**src/rtl/apb_rb_pkg.sv**
```systemverilog
package apb_rb_pkg;
  localparam int LANE_W = 8;

  typedef enum logic [1:0] {
    PH_IDLE   = 2'd0,
    PH_SETUP  = 2'd1,
    PH_ACCESS = 2'd2
  } bus_phase_e;
endpackage

```
**src/rtl/apb_rb_wait.sv**
```systemverilog
module apb_rb_wait #(
  parameter int WAIT_CYCLES = 2
) (
  input  logic clk_i,
  input  logic rst_ni,
  input  logic access_i,
  output logic ready_o
);
  localparam int CW = (WAIT_CYCLES > 0) ? $clog2(WAIT_CYCLES + 1) : 1;
  localparam logic [CW-1:0] LIMIT = CW'(WAIT_CYCLES);

  logic [CW-1:0] cnt_q;

  assign ready_o = !access_i || (cnt_q == LIMIT);

  always_ff @(posedge clk_i) begin
    if (!rst_ni)                   cnt_q <= '0;
    else if (access_i && !ready_o) cnt_q <= cnt_q + CW'(1);
    else                           cnt_q <= '0;
  end
endmodule

```
**src/rtl/apb_rb_decode.sv**
```systemverilog
module apb_rb_decode #(
  parameter int ADDR_W   = 8,
  parameter int NUM_REGS = 8
) (
  input  logic [ADDR_W-1:0]                                  addr_i,
  output logic                                               hit_o,
  output logic [((NUM_REGS > 1) ? $clog2(NUM_REGS) : 1)-1:0] idx_o
);
  localparam int IDX_W  = (NUM_REGS > 1) ? $clog2(NUM_REGS) : 1;
  localparam int WORD_W = ADDR_W - 2;
  localparam logic [WORD_W:0] NREG = NUM_REGS[WORD_W:0];

  logic [WORD_W-1:0] word;

  assign word  = addr_i[ADDR_W-1:2];
  assign hit_o = (addr_i[1:0] == 2'b00) && ({1'b0, word} < NREG);
  assign idx_o = word[IDX_W-1:0];
endmodule

```
**src/rtl/apb_rb_store.sv**
```systemverilog
module apb_rb_store #(
  parameter int DATA_W   = 32,
  parameter int NUM_REGS = 8,
  parameter int IDX_W    = 3
) (
  input  logic                             clk_i,
  input  logic                             rst_ni,
  input  logic                             we_i,
  input  logic [IDX_W-1:0]                 idx_i,
  input  logic [DATA_W-1:0]                wdata_i,
  input  logic [DATA_W/apb_rb_pkg::LANE_W-1:0] lanes_i,
  output logic [NUM_REGS-1:0][DATA_W-1:0]  regs_o
);
  import apb_rb_pkg::*;
  localparam int NLANE = DATA_W / LANE_W;

  for (genvar r = 0; r < NUM_REGS; r++) begin : g_reg
    always_ff @(posedge clk_i) begin
      if (!rst_ni) begin
        regs_o[r] <= '0;
      end else if (we_i && (idx_i == IDX_W'(r))) begin
        for (int b = 0; b < NLANE; b++) begin
          if (lanes_i[b]) regs_o[r][b*LANE_W +: LANE_W] <= wdata_i[b*LANE_W +: LANE_W];
        end
      end
    end
  end
endmodule

```
**src/rtl/apb_regbank.sv**
```systemverilog
module apb_regbank #(
  parameter int ADDR_W      = 8,
  parameter int DATA_W      = 32,
  parameter int NUM_REGS    = 8,
  parameter int WAIT_CYCLES = 2,
  parameter bit HAS_STRB    = 1'b1
) (
  input  logic              clk_i,
  input  logic              rst_ni,
  input  logic              sel_i,
  input  logic              enable_i,
  input  logic              write_i,
  input  logic [ADDR_W-1:0] addr_i,
  input  logic [DATA_W-1:0] wdata_i,
  input  logic [DATA_W/8-1:0] strb_i,
  output logic              ready_o,
  output logic [DATA_W-1:0] rdata_o,
  output logic              err_o
);
  import apb_rb_pkg::*;
  localparam int NLANE = DATA_W / LANE_W;
  localparam int IDX_W = (NUM_REGS > 1) ? $clog2(NUM_REGS) : 1;

  bus_phase_e phase;
  logic access, done, hit, we;
  logic [IDX_W-1:0] idx;
  logic [NLANE-1:0] lanes;
  logic [NUM_REGS-1:0][DATA_W-1:0] regs;

  always_comb begin
    if (!sel_i)         phase = PH_IDLE;
    else if (!enable_i) phase = PH_SETUP;
    else                phase = PH_ACCESS;
  end

  assign access = (phase == PH_ACCESS);

  apb_rb_wait #(.WAIT_CYCLES(WAIT_CYCLES)) u_wait (
    .clk_i    (clk_i),
    .rst_ni   (rst_ni),
    .access_i (access),
    .ready_o  (ready_o)
  );

  apb_rb_decode #(.ADDR_W(ADDR_W), .NUM_REGS(NUM_REGS)) u_dec (
    .addr_i (addr_i),
    .hit_o  (hit),
    .idx_o  (idx)
  );

  assign done  = access && ready_o;
  assign we    = done && write_i && hit;
  assign lanes = HAS_STRB ? strb_i : {NLANE{1'b1}};

  apb_rb_store #(.DATA_W(DATA_W), .NUM_REGS(NUM_REGS), .IDX_W(IDX_W)) u_store (
    .clk_i   (clk_i),
    .rst_ni  (rst_ni),
    .we_i    (we),
    .idx_i   (idx),
    .wdata_i (wdata_i),
    .lanes_i (lanes),
    .regs_o  (regs)
  );

  assign rdata_o = (done && !write_i && hit) ? regs[idx] : '0;
  assign err_o   = done && !hit;
endmodule

```
**config.mk**
```make
export PLATFORM = sky130hd
export DESIGN_NAME = apb_regbank
export DESIGN_NICKNAME = d
export VERILOG_FILES = /design/src/rtl/apb_rb_pkg.sv /design/src/rtl/apb_rb_wait.sv /design/src/rtl/apb_rb_decode.sv /design/src/rtl/apb_rb_store.sv /design/src/rtl/apb_regbank.sv
export SDC_FILE = /design/constraint.sdc
export NUM_CORES = 1
export LEC_CHECK = 0
export ABC_CLOCK_PERIOD_IN_PS = 4700
export BUFFER_PORTS_ARGS = -buffer_cell sky130_fd_sc_hd__buf_2
export CAP_MARGIN = 25
export CORE_MARGIN = 2
export CORE_UTILIZATION = 30
export DETAILED_ROUTE_END_ITERATION = 10
export PLACE_DENSITY = 0.41
export REMOVE_ABC_BUFFERS = 1
export SLEW_MARGIN = 20
export SYNTH_ARGS = -nofsm -noshare
export SYNTH_HDL_FRONTEND = slang
export SYNTH_SLANG_ARGS = --single-unit
export TNS_END_PERCENT = 1
```
**constraint.sdc**
```tcl
create_clock -name clk_i -period 4.7 [get_ports clk_i]
set_clock_uncertainty 0.2 [all_clocks]
set_input_delay 0.705 -clock clk_i [delete_from_list [all_inputs] [get_ports clk_i]]
set_output_delay 0.705 -clock clk_i [all_outputs]
set_load 0.02 [all_outputs]
```
==> reports/qor.csv <==
stage,metric,value,unit
place,detailed placement HPWL,20170,um
critical_path,Startpoint Class,input pin,
cells_and_area,most frequent cells in the layout,"mux2i_1, nand2_1, dfxtp_1",
clocking,clk sinks,258,
global_routing,total grt overflow,0,
place,DP Worst Slack,1.204,ns
clocking,Worst-path clk slew,0.05,ns
cells_and_area,final core utilization,0.3578,
place,gpl congestion,0.6977,
yosys,Synth area leader,dfxtp_1,
power_and_ir_drop,Clk pwr share,0.492,
yosys,Ys Warns,0,
cells_and_area,share of layout cells above drive strength 1,0.1498,
power_and_ir_drop,Comb pwr share,0.052,
power_and_ir_drop,Reg power frac,0.455,
clocking,Clk Tree Root Cell,clkbuf_16,
floorplanning,Die Ht,199.7,um
critical_path,arrival time worst endpoint,2.58,ns
timing,min cycle time layout,3.488,ns
detailed_routing,met2 wire len,14960,um
global_routing,vias in the first global route,8368,
timing,fmax,286.7,MHz
detailed_routing,number of DRC markers in iteration 0,507,
timing,PnR worst setup slack,1.212,ns
critical_path,CP Data Required Time,3.80,ns
yosys,Syn Inst Count,1161,
detailed_routing,wire length on met1,16130,um
timing,Max-slew headroom,0.4030,
clocking,CTS H-tree lvls,1,
floorplanning,Die ar.,39880,sq um
clocking,maximum root-to-sink buffer count,3,
worst_hold_path,Hold WC Path Type,register to register,
yosys,Synth top area share,0.4495,
timing,final setup fails,0,
global_routing,total track usage,0.1661,
floorplanning,Rows,71,
clocking,total CTS buffers,31,
detailed_routing,Vias/cell,4.778,
clocking,setup bufs post-CTS,0,
critical_path,r2r worst-path depth,6,
cells_and_area,"commonest non-fill, non-tap cell in the layout",mux2i_1,
yosys,Synth cell types,27,
cells_and_area,"Area growth, synth to finish",17.28,%
clocking,post-CTS resize count,0,
detailed_routing,first-pass iteration count of the detailed router,7,
detailed_routing,Post-DRT Antenna Nets,0,
timing,Fin. Hold Viols,0,
floorplanning,DIE WIDTH,199.7,um
power_and_ir_drop,Internal Power,0.003702,W
global_routing,largest net degree at the start of global routing,101,
power_and_ir_drop,Max IR drop VDD,0.2804,mV
detailed_routing,final WL,32830,um
yosys,mean post-synth cell area,9.898,sq um
power_and_ir_drop,switching component of the power,0.001103,W
timing,RSZ-0062 raised after global routing,no,
floorplanning,Initial Util,0.3051,
power_and_ir_drop,Sw Share,0.2295,
worst_hold_path,hold path cells,1,
critical_path,r2r setup slk,1.92,ns
outcome,status,"finished, final reports clean",
clocking,hold bufs inserted after CTS,0,
timing,Slew @ Worst Pin,0.8937,ns
yosys,synthesized area,11490,sq um
detailed_routing,Via Count,8410,
global_routing,first-pass GRT wire length,50770,um
yosys,post-synthesis register bit count,258,
timing,Tcrit/Tclk final,0.7422,
critical_path,Crit. End Element,primary output,
detailed_routing,DRC errors left,0,
timing,"Slew Viols, Final",0,
detailed_routing,WL met3,1202,um
power_and_ir_drop,Pleak,5.181,nW
job,Maximum Capacitance Violations,0,
clocking,TritonCTS clock tree,yes,
timing,TNS Setup,0,ns
detailed_routing,top sig layer,met4,
floorplanning,Core ar.,37670,sq um
detailed_routing,Avg WL per Cell,18.65,um
clocking,Clock Latency Late Sink,0.56,ns
floorplanning,number of I/O pins,83,
critical_path,Crit Path Max Fanout,21,
place,IO buf count,82,
power_and_ir_drop,Pwr per Cell Area,356.5,nW/um^2
yosys,leading post-synthesis cells by cell area,"dfxtp_1, mux2i_1, nand2_1, a22oi_1, and3_1",
global_routing,number of antenna violations at the first check in global routing,1,
critical_path,CP Class,input pin to primary output,
cells_and_area,Layout Nets,1276,
yosys,register area share after synthesis,0.4495,
==> flip-flops by register name, indices dropped and copies added (netlist names) <==
name            cells
u_store.regs_o    256
u_wait.cnt_q        2
==> cell usage after synthesis <==
cell,instances
nand4_1,5
nand2_1,289
dfxtp_1,258
buf_4,1
and3_1,34
clkbuf_1,50
nor2_2,28
mux2i_1,384
nand4b_2,1
or2_2,2
or4b_1,1
nor3_2,1
buf_2,15
ha_1,1
nand3_1,2
nand4_2,1
nand4b_1,5
inv_1,2
buf_6,2
nor2b_1,2
and2_1,1
a21oi_1,1
or2_1,2
nor2_1,4
nor3_1,1
buf_1,4
a22oi_1,64
==> layout make-up <==
| class | count | area, sq um |
|---|---|---|
| tap | 511 | 639.4 |
| sequential | 258 | 5165 |
| antenna | 1 | 2.502 |
| clock buffer | 44 | 864.6 |
| fill | 3842 | 24190 |
| timing repair buffer | 104 | 629.4 |
| clock inverter | 11 | 133.9 |
| multi-input combinational | 829 | 6035 |
| inverter | 2 | 7.507 |
==> power by group through the flow <==
stage	Sequential (W)	Combinational [W]	Clock, W
after floorplan	0.00224	0.0000918	0
after global placement	0.00224	0.000256	0
after detailed placement	0.00224	0.000257	0
after CTS	0.00219	0.000257	0.00244
after global routing	0.00219	0.000274	0.00254
final	0.00219	0.000251	0.00237
==> stage by stage <==
stage	hold slack [ns]	cell area (sq um)	total power (W)	instances
final	0.2109	13480	0.004804	1760
after global routing	0.2394	13470	0.005002	1759
after CTS	0.2161	13470	0.004888	1759
after detailed placement	0.2085	12480	0.002492	1704
after global placement	0.2039	12480	0.002492	1704
after floorplan	0.1922	11180	0.002327	1089
==> layer usage <==
| metal | track usage | up-vias |
|---|---|---|
| met1 | 0.2356 | 4063 |
| li1 | - | 4187 |
| met5 | 0 | - |
| met4 | 0.03182 | 0 |
| met2 | 0.2692 | 126 |
| met3 | 0.02363 | 34 |
==> critical path, cell delays in order <==
cell and delay (ns):
buf_2 0.24, nor2b_4 0.80, buf_4 0.33, a22oi_1 0.11, and3_1 0.23, buf_2 0.16
==> final timing paths <==
kind | from | endpoint
max reg2reg | u_wait.cnt_q[0] | u_store.regs_o[167]
min reg2reg | u_wait.cnt_q[0] | u_wait.cnt_q[0]
min | u_wait.cnt_q[0] | u_wait.cnt_q[0]
max | addr_i[2] | rdata_o[24]
==> cell families (layout without fill, tap and decap cells) <==
kind of cell               count (synthesis)  after routing  share of synthesized area
buffers and inverters                     74            161                    0.02744
AOI/OAI and AO/OA                         65             65                    0.04225
other                                      0              1                          0
and+or+nand+nor                          379            379                     0.1453
DFF                                      258            258                     0.4495
adders and majority gates                  1              1                   0.001089
muxes                                    384            384                     0.3345
Note: power is estimated with default switching activity, not from simulation.
